<file path="src/rtl/uart_wm_pkg.sv">
package uart_wm_pkg;
  localparam int unsigned BUS_W = 32;
  localparam int unsigned BYTE_W = 8;
  localparam int unsigned CNT_LSB = 16;
  localparam int unsigned IP_TX = 0;
  localparam int unsigned IP_RX = 1;
  localparam logic [BUS_W-1:0] RX_EMPTY_WORD = 32'h8000_0000;

  typedef enum logic [2:0] {
    SEL_TXD = 3'd0,
    SEL_RXD = 3'd1,
    SEL_TXC = 3'd2,
    SEL_RXC = 3'd3,
    SEL_IEN = 3'd4,
    SEL_IPD = 3'd5,
    SEL_DIV = 3'd6,
    SEL_NONE = 3'd7
  } reg_sel_e;
endpackage

</file>
<file path="src/rtl/uart_wm_fifo.sv">
module uart_wm_fifo #(
  parameter int unsigned DEPTH = 8,
  parameter int unsigned W = 8,
  localparam int unsigned PW = $clog2(DEPTH),
  localparam int unsigned LW = $clog2(DEPTH + 1)
) (
  input  logic          clk_i,
  input  logic          rst_ni,
  input  logic          push_i,
  input  logic [W-1:0]  data_i,
  input  logic          pop_i,
  output logic [W-1:0]  data_o,
  output logic [LW-1:0] level_o,
  output logic          full_o,
  output logic          empty_o
);
  logic [W-1:0]  mem_q [DEPTH];
  logic [PW-1:0] wr_q, rd_q;
  logic [LW-1:0] cnt_q;
  logic          do_push, do_pop;

  assign full_o  = (cnt_q == LW'(DEPTH));
  assign empty_o = (cnt_q == '0);
  assign do_push = push_i && !full_o;  // full drops, even with a pop
  assign do_pop  = pop_i && !empty_o;
  assign data_o  = mem_q[rd_q];
  assign level_o = cnt_q;

  function automatic logic [PW-1:0] bump(input logic [PW-1:0] p);
    return (p == PW'(DEPTH - 1)) ? '0 : p + PW'(1);
  endfunction

  always_ff @(posedge clk_i) begin
    if (do_push) mem_q[wr_q] <= data_i;
  end

  always_ff @(posedge clk_i or negedge rst_ni) begin
    if (!rst_ni) begin
      wr_q  <= '0;
      rd_q  <= '0;
      cnt_q <= '0;
    end else begin
      if (do_push) wr_q <= bump(wr_q);
      if (do_pop)  rd_q <= bump(rd_q);
      case ({do_push, do_pop})
        2'b10:   cnt_q <= cnt_q + LW'(1);
        2'b01:   cnt_q <= cnt_q - LW'(1);
        default: cnt_q <= cnt_q;
      endcase
    end
  end

  AST_NO_OVERFLOW: assert property (@(posedge clk_i) disable iff (!rst_ni)
    cnt_q <= LW'(DEPTH));
  AST_FULL_DROP: assert property (@(posedge clk_i) disable iff (!rst_ni)
    (full_o && push_i && !pop_i) |=> (full_o && $stable(wr_q)));
  AST_EMPTY_HOLD: assert property (@(posedge clk_i) disable iff (!rst_ni)
    (empty_o && pop_i && !push_i) |=> (empty_o && $stable(rd_q)));
endmodule

</file>
<file path="src/rtl/uart_wm_irq.sv">
module uart_wm_irq #(
  parameter int unsigned LW = 4
) (
  input  logic          clk_i,
  input  logic          rst_ni,
  input  logic [LW-1:0] tx_level_i,
  input  logic [LW-1:0] rx_level_i,
  input  logic [LW-1:0] tx_mark_i,
  input  logic [LW-1:0] rx_mark_i,
  input  logic [1:0]    ie_i,
  output logic [1:0]    ip_o,
  output logic          irq_o
);
  import uart_wm_pkg::*;

  always_comb begin
    ip_o        = '0;
    ip_o[IP_TX] = (tx_level_i < tx_mark_i);
    ip_o[IP_RX] = (rx_level_i > rx_mark_i);
  end

  assign irq_o = |(ip_o & ie_i);

  AST_IRQ_NEEDS_IE: assert property (@(posedge clk_i) disable iff (!rst_ni)
    (ie_i == 2'b00) |-> !irq_o);
  AST_RX_WM_LEVEL: assert property (@(posedge clk_i) disable iff (!rst_ni)
    (rx_level_i == '0) |-> !ip_o[IP_RX]);
endmodule

</file>
<file path="src/rtl/uart_wm_csr.sv">
module uart_wm_csr #(
  parameter int unsigned AW = 8,
  parameter int unsigned LW = 4
) (
  input  logic                               clk_i,
  input  logic                               rst_ni,
  input  logic                               req_i,
  input  logic                               we_i,
  input  logic [AW-1:0]                      addr_i,
  input  logic [3:0]                         be_i,
  input  logic [uart_wm_pkg::BUS_W-1:0]      wdata_i,
  output logic [uart_wm_pkg::BUS_W-1:0]      rdata_o,
  input  logic [uart_wm_pkg::BYTE_W-1:0]     rx_byte_i,
  input  logic                               rx_empty_i,
  output logic                               rx_pop_o,
  output logic                               tx_push_o,
  output logic [uart_wm_pkg::BYTE_W-1:0]     tx_byte_o,
  input  logic [1:0]                         ip_i,
  output logic [1:0]                         ie_o,
  output logic [LW-1:0]                      tx_mark_o,
  output logic [LW-1:0]                      rx_mark_o,
  output logic [uart_wm_pkg::BUS_W-1:0]      div_o
);
  import uart_wm_pkg::*;

  logic [BUS_W-1:0] ie_q, txc_q, rxc_q, div_q;
  logic             legal, wr, rd;
  reg_sel_e         sel;

  always_comb begin
    legal = req_i && (be_i == 4'hF) && (addr_i[1:0] == 2'b00) &&
            (addr_i[AW-1:5] == '0) && (addr_i[4:2] != SEL_NONE);
    sel   = legal ? reg_sel_e'(addr_i[4:2]) : SEL_NONE;
  end

  assign wr = legal && we_i;
  assign rd = legal && !we_i;

  assign rx_pop_o  = rd && (sel == SEL_RXD) && !rx_empty_i;
  assign tx_push_o = wr && (sel == SEL_TXD);
  assign tx_byte_o = wdata_i[BYTE_W-1:0];

  always_ff @(posedge clk_i or negedge rst_ni) begin
    if (!rst_ni) begin
      ie_q  <= '0;
      txc_q <= '0;
      rxc_q <= '0;
      div_q <= '0;
    end else if (wr) begin
      case (sel)
        SEL_IEN: ie_q  <= wdata_i;
        SEL_TXC: txc_q <= wdata_i;
        SEL_RXC: rxc_q <= wdata_i;
        SEL_DIV: div_q <= wdata_i;
        default: ;
      endcase
    end
  end

  always_comb begin
    rdata_o = '0;
    if (rd) begin
      case (sel)
        SEL_RXD: rdata_o = rx_empty_i ? RX_EMPTY_WORD
                                      : {{(BUS_W-BYTE_W){1'b0}}, rx_byte_i};
        SEL_TXC: rdata_o = txc_q;
        SEL_RXC: rdata_o = rxc_q;
        SEL_IEN: rdata_o = ie_q;
        SEL_IPD: rdata_o = {{(BUS_W-2){1'b0}}, ip_i};
        SEL_DIV: rdata_o = div_q;
        default: rdata_o = '0;
      endcase
    end
  end

  assign ie_o      = ie_q[1:0];
  assign tx_mark_o = txc_q[CNT_LSB +: LW];
  assign rx_mark_o = rxc_q[CNT_LSB +: LW];
  assign div_o     = div_q;

  AST_PARTIAL_IGNORED: assert property (@(posedge clk_i) disable iff (!rst_ni)
    (req_i && (be_i != 4'hF)) |=> ($stable(div_q) && $stable(ie_q)));
  AST_DIV_HOLD: assert property (@(posedge clk_i) disable iff (!rst_ni)
    !req_i |=> $stable(div_q));
endmodule

</file>
<file path="src/rtl/uart_wm_top.sv">
module uart_wm_top #(
  parameter int unsigned DEPTH = 8,
  parameter int unsigned AW = 8,
  localparam int unsigned LW = $clog2(DEPTH + 1)
) (
  input  logic        clk_i,
  input  logic        rst_ni,
  input  logic        req_i,
  input  logic        we_i,
  input  logic [7:0]  addr_i,
  input  logic [3:0]  be_i,
  input  logic [31:0] wdata_i,
  output logic [31:0] rdata_o,
  input  logic [7:0]  rx_data_i,
  input  logic        rx_valid_i,
  output logic        rx_ready_o,
  output logic [7:0]  tx_data_o,
  output logic        tx_valid_o,
  input  logic        tx_ready_i,
  output logic [31:0] div_o,
  output logic        irq_o
);
  logic [LW-1:0] rx_level, tx_level, tx_mark, rx_mark;
  logic          rx_full, rx_empty, tx_full, tx_empty;
  logic          rx_pop, tx_push;
  logic [7:0]    rx_head, tx_byte;
  logic [1:0]    ip, ie;

  uart_wm_fifo #(.DEPTH(DEPTH), .W(8)) u_rx_fifo (
    .clk_i, .rst_ni,
    .push_i(rx_valid_i), .data_i(rx_data_i),
    .pop_i(rx_pop), .data_o(rx_head),
    .level_o(rx_level), .full_o(rx_full), .empty_o(rx_empty)
  );

  uart_wm_fifo #(.DEPTH(DEPTH), .W(8)) u_tx_fifo (
    .clk_i, .rst_ni,
    .push_i(tx_push), .data_i(tx_byte),
    .pop_i(tx_ready_i), .data_o(tx_data_o),
    .level_o(tx_level), .full_o(tx_full), .empty_o(tx_empty)
  );

  uart_wm_csr #(.AW(AW), .LW(LW)) u_csr (
    .clk_i, .rst_ni,
    .req_i, .we_i, .addr_i, .be_i, .wdata_i, .rdata_o,
    .rx_byte_i(rx_head), .rx_empty_i(rx_empty), .rx_pop_o(rx_pop),
    .tx_push_o(tx_push), .tx_byte_o(tx_byte),
    .ip_i(ip), .ie_o(ie), .tx_mark_o(tx_mark), .rx_mark_o(rx_mark),
    .div_o
  );

  uart_wm_irq #(.LW(LW)) u_irq (
    .clk_i, .rst_ni,
    .tx_level_i(tx_level), .rx_level_i(rx_level),
    .tx_mark_i(tx_mark), .rx_mark_i(rx_mark),
    .ie_i(ie), .ip_o(ip), .irq_o
  );

  assign rx_ready_o = !rx_full;
  assign tx_valid_o = !tx_empty;

  logic rx_rd_chk, rx_in_chk;
  assign rx_rd_chk = req_i && !we_i && (be_i == 4'hF) && (addr_i == 8'h04);
  assign rx_in_chk = rx_valid_i && rx_ready_o;

  AST_RX_EMPTY_READ: assert property (@(posedge clk_i) disable iff (!rst_ni)
    (rx_rd_chk && rx_level == '0) |-> (rdata_o == 32'h8000_0000));
  AST_RX_POP_ONE: assert property (@(posedge clk_i) disable iff (!rst_ni)
    (rx_rd_chk && rx_level != '0 && !rx_in_chk) |=>
      (rx_level == $past(rx_level) - LW'(1)));
  AST_TX_FULL_BLOCK: assert property (@(posedge clk_i) disable iff (!rst_ni)
    (tx_full && !tx_ready_i) |=> tx_full);
endmodule

</file>
<file path="config.mk">
export PLATFORM = sky130hd
export DESIGN_NAME = uart_wm_top
export DESIGN_NICKNAME = d
export VERILOG_FILES = /design/src/rtl/uart_wm_pkg.sv /design/src/rtl/uart_wm_fifo.sv /design/src/rtl/uart_wm_irq.sv /design/src/rtl/uart_wm_csr.sv /design/src/rtl/uart_wm_top.sv
export SDC_FILE = /design/constraint.sdc
export NUM_CORES = 1
export LEC_CHECK = 0
export ABC_AREA = 1
export BUFFER_PORTS_ARGS = -buffer_cell sky130_fd_sc_hd__buf_2
export CAP_MARGIN = 25
export CORE_ASPECT_RATIO = 0.6
export CORE_MARGIN = 2
export CORE_UTILIZATION = 59
export CTS_CLUSTER_SIZE = 30
export DETAILED_ROUTE_END_ITERATION = 7
export MAX_ROUTING_LAYER = met4
export PLACE_DENSITY = 0.8
export SLEW_MARGIN = 5
export SYNTH_ARGS = -nofsm -noshare
export SYNTH_HDL_FRONTEND = slang
export SYNTH_SLANG_ARGS = --single-unit
</file>
<file path="constraint.sdc">
create_clock -name clk_i -period 2.72 [get_ports clk_i]
set_input_delay 0 -clock clk_i [delete_from_list [all_inputs] [get_ports clk_i]]
set_output_delay 0 -clock clk_i [all_outputs]
set_load 0.02 [all_outputs]
</file>
==> out/metrics.csv <==
metric;value;unit
arrival;2.46;ns
cp-startpoint;u_rx_fifo.level_o[1];
synthesis.nets;1390;
max_freq;0.407;GHz
wire_per_inst;17.3;um
netlist_area;12200;um2
numCtsBuffers;25;
drc;0;
drive_above_1_share;15.3;%
wl;30.8;mm
clockPowerShare;33.6;%
ant_nets;0;
yosys_warnings;0;
clk_latency;0.53;ns
synth_top_family_by_area;simple AND/OR/NAND/NOR gates;
clkSlewWorstSetupHoldPaths;0.06;ns
grt_overflow_total;0;
period_needed;2.46;ns
startpoint_type;flop;
setup_slack;0.261;ns
viasPerCell;5.54;
grt_pass1_wl;48.9;mm
required;2.72;ns
dieWidth;190;um
final.period_utilization;90.4;%
netSwitchingPower;2930;uW
cts_buffer_depth;3;
rrSetupSlack;0.26;ns
finalSetupTns;0;ns
grt_pass1_vias;9356;
run_status;complete, no violations;
p_total;10100;uW
synth_cells;1310;
rr_startpoint;u_tx_fifo.level_o[1];
relSlewSlack;56.6;%
tightestPinTransition;0.649;ns
drv_cap;0;
power_density;693;nW/um2
p_comb_share;19.2;%
vias;9878;
io_pins;133;
fillerInstances;1460;
critPathMaxFanout;6;
setup_viol;0;
leakagePower;0.00649;uW
post-place-ws;0.167;ns
grt_max_degree;69;
start_util;60.7;%
port_buffers;132;
synth_cell_type_count;38;
internal_power;7160;uW
cts_root_buf;clkbuf_16;
synthAdderAreaFrac;2.31;%
synth_compound_area_share;9.82;%
critPathCaptureType;primary output;
std_cell_rows;40;
p_seq_share;47.2;%
drv_slew;0;
place_congestion;0.918;
drt_iter0_markers;1103;
fin_skew;0.0103;ns
synthMuxAreaShare;0;%
ir_drop;470;uV
htreeDepth;1;
ys_seq_area_share;61.7;%
die_h;116;um
numClockSinks;276;
synth_xor_area_share;0.501;%
placeableCoreArea;20200;um2
finalHoldViolCount;0;
grt_usage;29.6;%
synth-seq-cells;276;
layout_common_cells;nand2_1, nor2_1, dfrtp_1;
finalNetCount;1570;
dpl.hpwl;20.6;mm
areaGrowthSynthToFinish;19.0;%
layout_commonest_cell;nand2_1;
p_sw_share;29.0;%
firstDrtPassIters;6;
synth_simple_gate_area_share;20.4;%
cts_setup_buffers;0;
cts_resized;0;
syn_avg_cell_area;9.34;um2
dieArea;22000;um2
cts_tree;done;
hold_slack;0.0415;ns
min_path_type;in -> async;
rsz0062_at_grt;false;
crit_type;reg -> out;
antenna_found_initial;2;
per-stage QoR:
stage / cell area [um2] / util, % / cells
6_report: 14600 / 72.2 / 1784
5_1_grt: 14600 / 72.2 / 1784
4_1_cts: 14600 / 72.2 / 1782
3_5_place_dp: 13300 / 66.2 / 1693
3_3_place_gp: 13300 / 66.2 / 1693
2_1_floorplan: 12200 / - / 1310
flip-flops by register name (all words and copies together), names as in the netlist:
register and count:
u_csr.div_o 32, u_csr.ie_q 32, u_csr.rxc_q 32, u_csr.txc_q 32, u_rx_fifo.level_o 4, u_rx_fifo.mem_q 64
u_rx_fifo.rd_q 3, u_rx_fifo.wr_q 3, u_tx_fifo.level_o 4, u_tx_fifo.mem_q 64, u_tx_fifo.rd_q 3, u_tx_fifo.wr_q 3
worst paths after layout:
| check | end | depth (start not counted) |
|---|---|---|
| min in group clk_i | u_tx_fifo.wr_q[0] | 7 |
| worst max register to register | u_tx_fifo.level_o[3] | 13 |
| worst min-delay path | u_csr.div_o[23] | 2 |
| max in group asynchronous | u_csr.div_o[5] | 3 |
| worst max-delay path | rdata_o[1] | 10 |
| worst min register to register | u_csr.txc_q[18] | 2 |
Yosys cell counts, drive strengths merged:
cell type  instances  share of area, %
dfrtp            148                30
a22oi              1             0.061
nor3               4              0.20
nor2             160               5.0
a311oi             1             0.072
a211oi             1             0.061
edfxtp           128                31
clkbuf            37               1.1
ha                21               2.1
nand3b             1             0.061
fa                 1              0.16
a21o               1             0.061
a31oi              9              0.46
or2                1             0.051
inv              100               3.1
o22ai              8              0.41
xnor2              2              0.14
buf               26               1.1
clkinv             2             0.061
o21a               2              0.12
a21oi             24              0.98
o21bai             2              0.12
nand4             12              0.61
nand3             91               3.8
a22o               1             0.072
o21ai            181               7.4
xor2               5              0.36
nor3b              1              0.10
nand2            339                11
what timing repair did:
item,CTS,global route
setup endpoints to repair,0,0
endpoints found under the hold margin,373,0
hold buffers,43,0
metal layers:
metal,up-vias,global-route usage (%),wire [um]
met5,-,-,0
met4,0,8.99,934
met3,68,5.09,2700
met2,452,43.6,13500
met1,4642,42.7,13700
li1,4716,-,-
worst max-delay path, stage by stage, from the launching register on:
cell and delay [ns]:
dfrtp_1 0.46, ha_1 0.32, inv_1 0.05, o21bai_1 0.11, nand2_1 0.06, a22oi_1 0.38
nand2_1 0.10, nand3_1 0.10, nor2_1 0.04, nor2_1 0.14, buf_2 0.19
cells by family after synthesis:
kind of cell,count (synthesis)
simple gates,609
buf+inv,165
xor+xnor,7
compound gates,231
flops,276
fa+ha+maj,22
power groups by stage:
stage               clock, uW  combinational (uW)  sequential, uW
finish                   3390                1940            4760
detailed placement          0                1880            4840
CTS                      3440                1940            4760
floorplan                   0                1230            4800
global placement            0                1800            4830
global route             3620                2170            4780
layout make-up:
type	instances	area [um2]	share of cell area [%]
Tap cell	273	342	2.34
Clock inverter	9	50.0	0.344
Multi-Input combinational cell	869	4050	27.8
Antenna cell	2	5.00	0.0344
Clock buffer	37	739	5.08
Inverter	102	383	2.63
Timing Repair Buffer	216	1460	9.99
Sequential cell	276	7550	51.8
Power figures use the tool's default switching activity.
